File: src/rtl/pseq_pkg.sv
package pseq_pkg;
   localparam int unsigned PAT_MAX = 16;

   // symbol coding: 0 = x1 pulse, 1 = x2 pulse
   typedef enum logic {SYM_X1 = 1'b0, SYM_X2 = 1'b1} pseq_sym_e;

   // Longest prefix of pat that ends the string pat[0..k-1] followed by sym.
   function automatic int unsigned prefix_step(input logic [PAT_MAX-1:0] pat,
                                               input int unsigned k,
                                               input logic sym);
      int unsigned best;
      logic        ok;
      logic [PAT_MAX:0] cand;
      best = 0;
      cand = '0;
      for (int i = 0; i < PAT_MAX; i++) begin
         if (i < int'(k)) cand[i] = pat[i];
      end
      cand[k] = sym;
      for (int j = 1; j <= PAT_MAX; j++) begin
         if (j <= int'(k) + 1) begin
            ok = 1'b1;
            for (int i = 0; i < PAT_MAX; i++) begin
               if (i < j) begin
                  if (pat[i] != cand[int'(k) + 1 - j + i]) ok = 1'b0;
               end
            end
            if (ok) best = j;
         end
      end
      return best;
   endfunction
endpackage

File: src/rtl/pseq_strobe_decode.sv
module pseq_strobe_decode
   import pseq_pkg::*;
(
   input  logic      x1,
   input  logic      x2,
   output logic      step_vld,
   output pseq_sym_e step_sym
);
   // exactly one strobe advances the machine; none or both is a no-op
   always_comb begin
      step_vld = x1 ^ x2;
      step_sym = x2 ? SYM_X2 : SYM_X1;
   end
endmodule

File: src/rtl/pseq_next_table.sv
module pseq_next_table
   import pseq_pkg::*;
#(
   parameter int unsigned SEQ_LEN     = 6,
   parameter logic [SEQ_LEN-1:0] SEQ_PATTERN = 6'b011100,
   parameter int unsigned SW          = 3
)(
   input  logic [SW-1:0] cur,
   input  pseq_sym_e     sym,
   output logic [SW-1:0] nxt
);
   localparam int unsigned DET = SEQ_LEN;
   localparam logic [PAT_MAX-1:0] PAT_PAD = PAT_MAX'(SEQ_PATTERN);
   localparam logic HOLD_SYM = SEQ_PATTERN[SEQ_LEN-1];

   logic [SW-1:0] on_x1 [0:SEQ_LEN];
   logic [SW-1:0] on_x2 [0:SEQ_LEN];

   for (genvar k = 0; k < SEQ_LEN; k++) begin : g_row
      localparam int unsigned N1 = prefix_step(PAT_PAD, k, 1'b0);
      localparam int unsigned N2 = prefix_step(PAT_PAD, k, 1'b1);
      assign on_x1[k] = SW'(N1);
      assign on_x2[k] = SW'(N2);
   end

   // detected row: the final symbol of the order holds, the other clears
   if (HOLD_SYM == 1'b0) begin : g_hold_x1
      assign on_x1[DET] = SW'(DET);
      assign on_x2[DET] = '0;
   end else begin : g_hold_x2
      assign on_x1[DET] = '0;
      assign on_x2[DET] = SW'(DET);
   end

   always_comb begin
      nxt = '0;
      if (int'(cur) <= int'(DET)) begin
         nxt = (sym == SYM_X2) ? on_x2[cur] : on_x1[cur];
      end
   end

   // any legal state maps onto a legal state (R9 keeps z tied to states)
   always_comb begin
      if (int'(cur) <= int'(DET)) begin
         a_next_in_range_r9 : assert (int'(nxt) <= int'(DET));
      end
   end
endmodule

File: src/rtl/pseq_hold_det.sv
module pseq_hold_det
   import pseq_pkg::*;
#(
   parameter int unsigned SEQ_LEN     = 6,
   parameter logic [SEQ_LEN-1:0] SEQ_PATTERN = 6'b011100,
   parameter bit          Z_FROM_NEXT = 1'b1
)(
   input  logic clk,
   input  logic rst_n,
   input  logic x1,
   input  logic x2,
   output logic z
);
   localparam int unsigned SW  = $clog2(SEQ_LEN + 1);
   localparam int unsigned DET = SEQ_LEN;
   localparam logic HOLD_SYM   = SEQ_PATTERN[SEQ_LEN-1];

   if (SEQ_LEN < 2 || SEQ_LEN > PAT_MAX - 1) begin : g_bad_len
      $error("pseq_hold_det: SEQ_LEN out of supported range");
   end

   logic          step_vld;
   pseq_sym_e     step_sym;
   logic [SW-1:0] state_q, state_tbl, state_nxt;

   pseq_strobe_decode u_dec (
      .x1       (x1),
      .x2       (x2),
      .step_vld (step_vld),
      .step_sym (step_sym)
   );

   pseq_next_table #(
      .SEQ_LEN     (SEQ_LEN),
      .SEQ_PATTERN (SEQ_PATTERN),
      .SW          (SW)
   ) u_tbl (
      .cur (state_q),
      .sym (step_sym),
      .nxt (state_tbl)
   );

   always_comb state_nxt = step_vld ? state_tbl : state_q;

   always_ff @(posedge clk) begin
      if (!rst_n) state_q <= '0;
      else        state_q <= state_nxt;
   end

   if (Z_FROM_NEXT) begin : g_z_flop
      logic z_q;
      always_ff @(posedge clk) begin
         if (!rst_n) z_q <= 1'b0;
         else        z_q <= (state_nxt == SW'(DET));
      end
      assign z = z_q;
   end else begin : g_z_decode
      assign z = (state_q == SW'(DET));
   end

   // ---------------- assertions ----------------
   p_idle_freeze_r2 : assert property (@(posedge clk) disable iff (!rst_n)
      !(x1 ^ x2) |=> $stable(state_q) && $stable(z));

   p_rise_on_last_r3 : assert property (@(posedge clk) disable iff (!rst_n)
      $rose(z) |-> $past((x1 ^ x2) && (x2 == HOLD_SYM)));

   p_hold_flag_r4 : assert property (@(posedge clk) disable iff (!rst_n)
      z && (x1 ^ x2) && (x2 == HOLD_SYM) |=> z);

   p_clear_flag_r5 : assert property (@(posedge clk) disable iff (!rst_n)
      z && (x1 ^ x2) && (x2 != HOLD_SYM) |=> !z && (state_q == '0));

   p_z_tracks_state_r9 : assert property (@(posedge clk) disable iff (!rst_n)
      z == (state_q == SW'(DET)));
endmodule

File: config.mk
export PLATFORM = sky130hd
export DESIGN_NAME = pseq_hold_det
export DESIGN_NICKNAME = d
export VERILOG_FILES = /design/src/rtl/pseq_pkg.sv /design/src/rtl/pseq_strobe_decode.sv /design/src/rtl/pseq_next_table.sv /design/src/rtl/pseq_hold_det.sv
export SDC_FILE = /design/constraint.sdc
export NUM_CORES = 1
export LEC_CHECK = 0
export CORE_AREA = 2 2 39 41
export CTS_CLUSTER_SIZE = 20
export DETAILED_ROUTE_END_ITERATION = 12
export DIE_AREA = 0 0 41 43
export MAX_ROUTING_LAYER = met4
export PLACE_DENSITY_LB_ADDON = 0.15
export SETUP_SLACK_MARGIN = 0.05
export SKIP_LAST_GASP = 1
export SLEW_MARGIN = 40
export SYNTH_ARGS = -nofsm -noshare
export SYNTH_HDL_FRONTEND = slang
export SYNTH_HIERARCHICAL = 1
export SYNTH_SLANG_ARGS = --single-unit
File: constraint.sdc
create_clock -name clk -period 1.95 [get_ports clk]
set_input_delay 0.4875 -clock clk [delete_from_list [all_inputs] [get_ports clk]]
set_output_delay 0.4875 -clock clk [all_outputs]
set_load 0.01 [all_outputs]
# Word level (Yosys, flattened, before mapping)
# Memory sizes are Yosys's and may differ from the RTL's.
# Index checks and enable logic that the tools add are counted.
# Widths: inputs -> output; s select.
# totals
in_bits	4
word_cells	17
n_memories	2
out_inout_bits	1
mem_bits_rw	0
regBits	4
latchBits	0
romBits	48
# classes
mux	8
multipliers	0
n_bitwise	2
addsub	0
n_div	0
n_eq_ne	1
n_shift	0
n_reduce_logical	0
order_cmp	2
# memory_table
memory	depth	word_bits	rd	rd_clocked_by_memory_dff	wr	line	text
(no name shown)	8	3	1	0	0	pseq_next_table.sv:38	nxt = (sym == SYM_X2) ? on_x2[cur] : on_x1[cur];
(no name shown)	8	3	1	0	0	pseq_next_table.sv:38	
# ops
operator	count
$mux 3	7
$ge 4x4->1 const B	1
$not 3->4	1
$eq 3x3->1 const B	1
$le 3x3->1 const B	1
$mux 1	1
$xor 1x1->1	1

# Logic depth before layout (Yosys ltp)
# Gate-level depths: netlist of the first run.
# logic_depth
ltp_word	8
mapped_depth	7
mapped_depth_nobuf	7

# Hierarchy
# The synthesis of the first run kept the hierarchy.
# by_module_without_submodules
mod	cells_per_inst	instances	seq_area_each_um2	area_per_inst_um2
pseq_hold_det	15	1	80.1	158.9
pseq_next_table	19	1	0.0	122.6
pseq_strobe_decode	2	1	0.0	16.3

# Worst setup path after synthesis of the first run
# OpenSTA, ideal clock, no wires.
# synth_path
path_kind	input to register
start	in x2
end	reg g_z_flop.z_q (netlist: z)
t_required_ns	1.871
n_path_buf	1
setup_ns	0.079
slack_ns	0.527
t_arrival_ns	1.344
cell_stages	4
cell_sequence	xor2_1 -> clkbuf_2 -> or3b_1 -> a211oi_2
# synth_via
elab_chain_cells	5
elab_cells_between_ends	6
classes_between	eq/ne (1); mux (4); bitwise (1)
# synth_rtl
item	line	text
from (decl)	pseq_hold_det.sv:11	input logic x2,
$mux 1	pseq_strobe_decode.sv:12	step_sym = x2 ? SYM_X2 : SYM_X1;
$mux 3	pseq_next_table.sv:38	
$mux 3	pseq_next_table.sv:37	if (int'(cur) <= int'(DET)) begin
$mux 3 *	pseq_hold_det.sv:43	always_comb state_nxt = step_vld ? state_tbl : state_q;
$eq 3x3->1 *	pseq_hold_det.sv:54	else z_q <= (state_nxt == SW'(DET));
to (signal assigned)	pseq_hold_det.sv:54	
to (decl)	pseq_hold_det.sv:51	logic z_q;
# Mark *: on every way between the ends. The rest lies on a longest branch, timed or not.
# A chain may end at the register's enable or synchronous reset.

# Worst setup path in the final report of the first run
# layout_path
start	in x2
end	reg state_q[2]
# layout_via
elab_cells_between_ends	5
classes_between	mux (4); bitwise (1)
# layout_lines
item	line	text
$xor 1x1->1	pseq_strobe_decode.sv:11	step_vld = x1 ^ x2;
named net step_vld	pseq_hold_det.sv:22	logic step_vld;
$mux 3	pseq_hold_det.sv:43	
to (signal assigned)	pseq_hold_det.sv:47	else state_q <= state_nxt;
to (decl)	pseq_hold_det.sv:24	logic [SW-1:0] state_q, state_tbl, state_nxt;
# The timed path passes the listed nets, and every way through them passes these cells.

==> flow_summary.ini, run 1 <==
[clock_tree]
postCtsHoldBufs = 0
htree_levels = 1
cts_resized = 0
clk_pin_slew_ns = 0.03
ctsLongestPathBuffers = 2
numCtsBuffers = 3
clock-root-buffer = clkbuf_4
postCtsSetupBuffers = 0
clkLatencyLatePin_ns = 0.23
cts.sinks = 4
cts_tree = yes

[power_and_ir_drop]
irDropWorstVdd_mv = 0.261
p_sw_uw = 58.8
p_leak_uw = 0.000155
power_density_nw_per_um2 = 635
p_seq_share_pct = 37.3
internal_power_uw = 180
pwr-share-comb_pct = 21.7
clkPwrFrac_pct = 41.0
power.share.switching_pct = 24.6

[sta]
hold_viol = 0
setup_viol = 0
hold_slack_ns = 0.568
fin_setup_tns_ns = 0
final.setup_skew_ns = 0.000596
period_share_pct = 86.1
slew_viol_final = 0
rsz0062_at_grt = false
timing.slew.headroom_pct = 66.9
layout_min_cycle_time_ns = 1.68
worst_slack_ns = 0.271
worst_pin_slew_ns = 0.495
fmax_ghz = 0.596

[critical_path]
critical_path_class = in -> reg
timing.rr.start = state_q[0]$_SDFF_PN0_
worstPathArrival_ns = 1.79
start_kind = input port
cp_max_fo = 5
required_ns = 2.06
crit_start = x2
cp-end-kind = flop

[layout]
final_util_pct = 27.1
multi_input_area_sq_um = 190
antenna_cells = 0
area_delta_synth_final_pct = 26.1
fin_nets = 51
drive_gt1_share_pct = 11.9
regArea_sq_um = 80.1
fill_cells = 150
final_area_sq_um = 375

[global_routing]
grt_remaining_overflow = 0
grt_pass1_wl_um = 993
grt_start_max_net_pins = 9
grt_pass1_vias = 259
track_usage_pct = 8.83
antenna_found_initial = 0

[synth]
netlist_instances = 36
postSynthAreaPerCell_sq_um = 8.27
yosysTopAreaCell = dfxtp_1
synth_area_leaders = dfxtp_1 (27%), ha_1 (13%), mux2i_1 (10%)
ys_ff_latch = 4
synth_top_cell_area_share_pct = 26.9
ys.warnings.count = 6
synth_nets = 43
synth_seq_area_share_pct = 26.9
synth_cell_types = 20
syn_area_sq_um = 298

[floorplanning]
dieWidth_um = 41
floorplan.initialDensity_pct = 21.5
ios = 5
die_h_um = 43
coreArea_sq_um = 1380
die-area_sq_um = 1760
rows = 14

[detailed_routing]
firstDrtPassIters = 4
vias = 257
vias_per_cell = 4.43
avgRoutedWirePerCell_um = 9.83
drc = 0
wl_um = 570
postRouteAntennaNets = 0
drt_iter0_drc = 3

[worst_hold_path]
hold_start = state_q[0]$_SDFF_PN0_
min_path_type = reg -> reg

[place]
portBuffers = 4
hpwl_um = 468
place_ws_ns = 0.0251
placed_cell_area_sq_um = 353
gp_congestion = 0.707

[status]
status = complete, no violations

[job]
maxCapViolCount = 0
through the flow:
| stage | cells | total power (uW) |
|---|---|---|
| 3_3_place_gp | 55 | 140 |
| 6_report | 58 | 238 |
| 5_1_grt | 58 | 264 |
| 3_5_place_dp | 55 | 142 |
| 2_1_floorplan | 36 | 128 |
| 4_1_cts | 58 | 245 |
flip-flops by register name, summed over array words and instances (netlist names):
register,cells
state_q,3
z,1
power groups by stage:
stage / Clock [uW] / Sequential [uW] / Combinational [uW]
final: 97.7 / 88.9 / 51.8
after CTS: 104 / 89.1 / 51.9
after floorplan: 0 / 89.2 / 38.9
after global routing: 116 / 89.8 / 57.9
after global placement: 0 / 90.5 / 49.3
after detailed placement: 0 / 90.3 / 51.6
synthesized netlist by cell type:
cell and count:
inv_1 4, ha_1 3, nand2_1 1, dfxtp_1 4
nor2_1 4, a21oi_1 1, a31oi_1 1, buf_4 1
xnor2_1 1, or3b_1 1, a211oi_2 1, nor2b_1 1
or2b_1 1, o21ai_1 1, mux2i_1 3, clkbuf_2 1
xor2_1 1, nand3b_1 2, nand3_1 2, o21ai_0 2
critical path, cell delays in order:
cell             delay, ns
clkdlybuf4s50_1       0.49
xor2_1                0.43
mux2i_1               0.33
nor2_1                0.06
worst paths after layout:
check | to | slack, ns | cells after the start
max reg2reg | z$_SDFF_PN0_ | 0.33 | 7
min | state_q[0]$_SDFF_PN0_ | 0.57 | 2
min reg2reg | state_q[0]$_SDFF_PN0_ | 0.57 | 2
max | state_q[2]$_SDFF_PN0_ | 0.27 | 4
placed cells by master, fill, tap and decap left out, types with 2 or more instances in the layout:
master	n
clkdlybuf4s50_1	4
dfxtp_1	4
ha_1	3
mux2i_1	3
inv_1	4
nand3_1	2
nand3b_1	2
nor2_1	4
clkbuf_4	3
o21ai_0	2
layout make-up:
type | count | share of cell area [%]
Multi-Input combinational cell | 26 | 50.7
Sequential cell | 4 | 21.3
Timing Repair Buffer | 5 | 12.7
Clock buffer | 3 | 6.00
Tap cell | 16 | 5.33
Inverter | 4 | 4.00
routing by layer:
metal	routed length [um]	track usage, %	vias to the layer above	part of all wire (%)
met5	0	-	-	0
li1	-	-	131	-
met1	254	9.58	122	45
met4	0	8.00	0	0
met2	287	12.5	4	50
met3	28	2.09	0	4.9
cells by family after synthesis:
| kind of cell | Yosys count | synth area share, % |
|---|---|---|
| buffers and inverters | 6 | 9.24 |
| muxes | 3 | 10.1 |
| AOI/OAI and AO/OA | 6 | 13.0 |
| adders and majority gates | 3 | 12.6 |
| DFF | 4 | 26.9 |
| xor gates and xnor gates | 2 | 5.88 |
| and+or+nand+nor | 12 | 22.3 |
Note: power is estimated with default switching activity, not from simulation.
==> inputs of run 2 (changes only) <==
Settings changed: PLACE_DENSITY set to 0.48, PLACE_DENSITY_LB_ADDON 0.15 to unset, SETUP_SLACK_MARGIN 0.05 to unset.
==> run 2 against run 1 <==
  * Count of clock-buffer cells in the layout did not move
  * Via count shrank 3.1%
  * Highest routed layer is now met4
  * Critical endpoint unchanged
  * Die area stayed put
  * Routed wire length fell by 14%
  * First-iteration DRC count did not move
  * Utilization is the same
  * Critical path depth stayed put
  * Fmax up 1.5%
  * Global-route usage shrank 0.094 points
==> flow_summary.ini, run 2 (synthesized netlist as in run 1, its figures left out) <==
[critical_path]
cp-end-kind = flop
worstPathArrival_ns = 1.77
critical_path_buf_inv_count = 1
path_cells = clkdlybuf4s50_1 > xor2_1 > mux2i_1 > nor2_1
required_ns = 2.07
critical_path_class = in -> reg
cpPeakStageDelay_ns = 0.50
cpLargestDelayFamily = buffers and inverters
slowest_stage = clkdlybuf4s50_1
cp_max_fo = 5
start_kind = input port

[power_and_ir_drop]
power_density_nw_per_um2 = 632
irDropWorstVdd_mv = 0.259
p_leak_uw = 0.000155

[global_routing]
grt_remaining_overflow = 0
grt_pass1_vias = 247
grt_pass1_wl_um = 931
grt_start_max_net_pins = 9
antenna_found_initial = 0
track_usage_pct = 8.74

[floorplanning]
ios = 5
floorplan.initialDensity_pct = 21.5
rows = 14
die_h_um = 43
coreArea_sq_um = 1380
dieWidth_um = 41
die-area_sq_um = 1760

[detailed_routing]
drc = 0
wl_um = 489
avgRoutedWirePerCell_um = 8.43
firstDrtPassIters = 4
postRouteAntennaNets = 0
drt_iter0_drc = 3
vias = 249
vias_per_cell = 4.29

[clock_tree]
cts.sinks = 4
postCtsHoldBufs = 0
numCtsBuffers = 3
htree_levels = 1
ctsLongestPathBuffers = 2
cts_tree = yes
clkLatencyLatePin_ns = 0.23
clock-root-buffer = clkbuf_4
cts_resized = 0
clk_pin_slew_ns = 0.04
postCtsSetupBuffers = 0

[layout]
largest_register = state_q
fin_nets = 51
final_util_pct = 27.1
drive_gt1_share_pct = 11.9
area_delta_synth_final_pct = 26.1
layout_common_cells = inv_1 (4), nor2_1 (4), clkdlybuf4s50_1 (4), dfxtp_1 (4)
final_area_sq_um = 375
largest_reg_flops = 3
antenna_cells = 0
fill_cells = 153

[sta]
rsz0062_at_grt = false
layout_min_cycle_time_ns = 1.65
setup_viol = 0
hold_viol = 0
final.setup_skew_ns = 0.00274
period_share_pct = 84.8
fmax_ghz = 0.605
worst_pin_slew_ns = 0.468
worst_slack_ns = 0.296
timing.slew.headroom_pct = 68.7
slew_viol_final = 0
fin_setup_tns_ns = 0

[place]
hpwl_um = 389
place_ws_ns = 0.0655
gp_congestion = 0.700
placed_cell_area_sq_um = 353
portBuffers = 4

[job]
maxCapViolCount = 0

[status]
status = complete, no violations

[worst_hold_path]
min_path_type = reg -> reg
==> run 2: cell counts in the layout (fill, tap and decap cells not counted) <==
No cell type changed its count.
==> run 2: worst register-to-register path, stage by stage (launching register included) <==
cell and delay (ns):
dfxtp_1 0.36, inv_1 0.08, ha_1 0.23, or2b_1 0.26, nand3_1 0.08, o21ai_0 0.10, nand3b_1 0.19, a211oi_2 0.18
==> run 2: final timing paths <==
kind | start | endpoint | slack (ns) | depth (start not counted)
setup / recovery | x2 | state_q[2]$_SDFF_PN0_ | 0.30 | 4
hold / removal | state_q[0]$_SDFF_PN0_ | state_q[0]$_SDFF_PN0_ | 0.56 | 2
setup reg to reg | state_q[0]$_SDFF_PN0_ | z$_SDFF_PN0_ | 0.40 | 7
hold reg to reg | state_q[0]$_SDFF_PN0_ | state_q[0]$_SDFF_PN0_ | 0.56 | 2
==> run 2: final cells by class <==
cell class / count / area [sq um] / area share, %
multi-input combinational: 26 / 190 / 50.7
sequential: 4 / 80.1 / 21.3
timing repair buffer: 5 / 47.5 / 12.7
clock buffer: 3 / 22.5 / 6.00
tap: 16 / 20.0 / 5.33
inverter: 4 / 15.0 / 4.00
==> run 2: where the power goes <==
| part | total, uW | switching, uW | internal (uW) |
|---|---|---|---|
| Combinational | 49.4 | 24.0 | 25.4 |
| Clock | 98.8 | 30.2 | 68.6 |
| Sequential | 88.8 | 3.35 | 85.5 |
==> run 2: per-layer routing <==
layer  vias to the layer above  part of all wire (%)  GRT usage (%)
li1                        132                     -              -
met1                       110                    46           9.94
met2                         5                    48           10.3
met3                         2                   3.5           1.57
met4                         0                   2.0           12.0
met5                         -                     0              -
==> run 2: through the flow <==
stage          total power, uW  hold slack, ns  std cells
6_report                   237           0.563         58
5_1_grt                    259           0.609         58
4_1_cts                    246           0.572         58
3_5_place_dp               140           0.563         55
3_3_place_gp               140           0.564         55
2_1_floorplan              128           0.507         36
==> inputs of run 3 (changes only) <==
Settings changed: PLACE_DENSITY 0.48 to 0.5.
Clock period 1.95 ns to 1.4 ns, I/O delays scaled along.
==> run 3 against run 2 <==
  * Global-route usage up 2.0 points
  * Non-clock buffer count up 4
  * Worst hold slack better by 0.024 ns
  * The run now ends with setup timing left
  * Sequential power up 40%
  * Largest cell class unchanged
  * Sequential share of layout area down 2.9 points
  * Critical path type is now reg -> reg
  * Sequential cell count unchanged
  * Setup slack worse by 0.30 ns
  * Die area unchanged
  * Cell count up 6.9%
==> flow_summary.ini, run 3 (synthesized netlist as in run 1, its figures left out) <==
[clock_tree]
htree_levels = 1
cts_tree = yes
numCtsBuffers = 3
clkLatencyLatePin_ns = 0.23
postCtsHoldBufs = 0
ctsLongestPathBuffers = 2
cts.sinks = 4
clock-root-buffer = clkbuf_4
clk_pin_slew_ns = 0.04

[critical_path]
timing.rr.start = state_q[0]$_SDFF_PN0_
cp-end-kind = flop
critical_path_class = reg -> reg
path_cells = inv_4 > ha_4 > or2b_1 > nand3_1 > o21ai_0 > mux2i_1 > nor2_1
required_ns = 1.51
cp_max_fo = 3
cpPeakStageDelay_ns = 0.34
slowest_stage = dfxtp_2
r2r_slack_ns = -0.007
reg2reg_to = state_q[2]$_SDFF_PN0_
worstPathArrival_ns = 1.52
critical_path_buf_inv_count = 1
worst-r2r-cell-count = 7
start_kind = flop
cpLargestDelayFamily = simple AND/OR/NAND/NOR gates

[floorplanning]
dieWidth_um = 41
floorplan.initialDensity_pct = 21.5
die-area_sq_um = 1760
rows = 14
coreArea_sq_um = 1380
ios = 5
die_h_um = 43

[sta]
worst_slack_ns = -0.00721
rsz0062_at_grt = true
slew_viol_final = 0
fmax_ghz = 0.711
setup_viol = 1
final.setup_skew_ns = 0.00379
worst_pin_slew_ns = 0.237
fin_setup_tns_ns = -0.00721
hold_viol = 0
layout_min_cycle_time_ns = 1.41
timing.slew.headroom_pct = 83.7
period_share_pct = 101

[power_and_ir_drop]
power_density_nw_per_um2 = 786
p_total_uw = 362
irDropWorstVdd_mv = 0.504
power.share.switching_pct = 25.9
p_leak_uw = 0.000199
internal_power_uw = 268
clkPwrFrac_pct = 38.4
p_sw_uw = 93.7
p_seq_share_pct = 34.3
pwr-share-comb_pct = 27.3

[global_routing]
grt_remaining_overflow = 0
grt_pass1_wl_um = 1150
grt_pass1_vias = 265
antenna_found_initial = 0
track_usage_pct = 10.7
grt_start_max_net_pins = 9

[layout]
drive_gt1_share_pct = 39.1
antenna_cells = 0
area_delta_synth_final_pct = 54.6
fin_nets = 55
layout_common_cells = nor2_1 (4), buf_4 (4), mux2i_1 (3), clkbuf_4 (3)
fin_cells = 62
largest_register = state_q
largest_reg_flops = 3

[place]
post-place-cells = 58
gp_congestion = 0.666
portBuffers = 4
hpwl_um = 408

[detailed_routing]
firstDrtPassIters = 1
drc = 0
vias = 269
avgRoutedWirePerCell_um = 9.35
drt_iter0_drc = 0
wl_um = 580
vias_per_cell = 4.34
postRouteAntennaNets = 0

[worst_hold_path]
min_path_cells = 4
hold_path_end = z$_SDFF_PN0_
hold_start = x1
min_path_type = in -> reg

[status]
status = complete, but fails checks
failed_checks = setup timing

[job]
maxCapViolCount = 0
-- run 3: cell count changes in the layout (fill, tap and decap cells not counted), sizes merged --
cell | previous run | this run
dlymetal6s2s | 0 | 1
clkdlybuf4s50 | 4 | 1
buf | 1 | 5
dlygate4sd2 | 0 | 2
-- run 3: worst min-delay path: stages --
cell and delay, ns:
dlymetal6s2s_1 0.13, xor2_2 0.11, nand3b_1 0.10, a211oi_2 0.06
-- run 3: metrics by stage --
stage                     utilization (%)  instance area (sq um)  setup WS (ns)  hold slack, ns
after CTS                            31.2                    432        -0.0348           0.609
after global routing                 33.3                    460        -0.0780           0.595
after detailed placement             27.2                    377         -0.366           0.588
final                                33.3                    460       -0.00721           0.588
after global placement               27.2                    377         -0.354           0.587
after floorplan                         -                    299         0.0168           0.480
-- run 3: worst max-delay path by stage --
stage	from	endpoint	slack [ns]	depth (start not counted)
floorplan	state_q[0]$_SDFF_PN0_	z$_SDFF_PN0_	0.02	7
global placement	x2	z$_SDFF_PN0_	-0.35	4
detailed placement	x2	state_q[2]$_SDFF_PN0_	-0.37	4
CTS	state_q[1]$_SDFF_PN0_	z$_SDFF_PN0_	-0.03	7
global route	state_q[0]$_SDFF_PN0_	state_q[1]$_SDFF_PN0_	-0.08	7
finish	state_q[0]$_SDFF_PN0_	state_q[2]$_SDFF_PN0_	-0.007	7
-- run 3: layer usage --
metal | wire length, um | part of all wire, % | GRT usage (%)
met3 | 8 | 1.4 | 3.14
met5 | 0 | 0 | -
met2 | 336 | 58 | 13.4
met4 | 0 | 0 | 12.0
met1 | 235 | 41 | 12.0
-- run 3: final cells by class --
cell class                 instances  area [sq um]
timing repair buffer               9          81.3
clock buffer                       3          22.5
inverter                           4          20.0
multi-input combinational         26           231
tap                               16          20.0
sequential                         4          85.1
fill                             154           923
-- run 3: what timing repair did --
action	CTS	global route
endpoints found under the setup margin	5	4
resized for setup	10	7
gates cloned	0	0
buffers inserted	1	0
pin swaps	5	6
-- run 3: power groups by stage --
stage / Clock [uW] / Combinational, uW / Sequential [uW]
floorplan: 0 / 54.3 / 125
global placement: 0 / 78.4 / 124
detailed placement: 0 / 78.6 / 124
CTS: 150 / 93.0 / 123
global route: 150 / 112 / 124
finish: 139 / 98.8 / 124
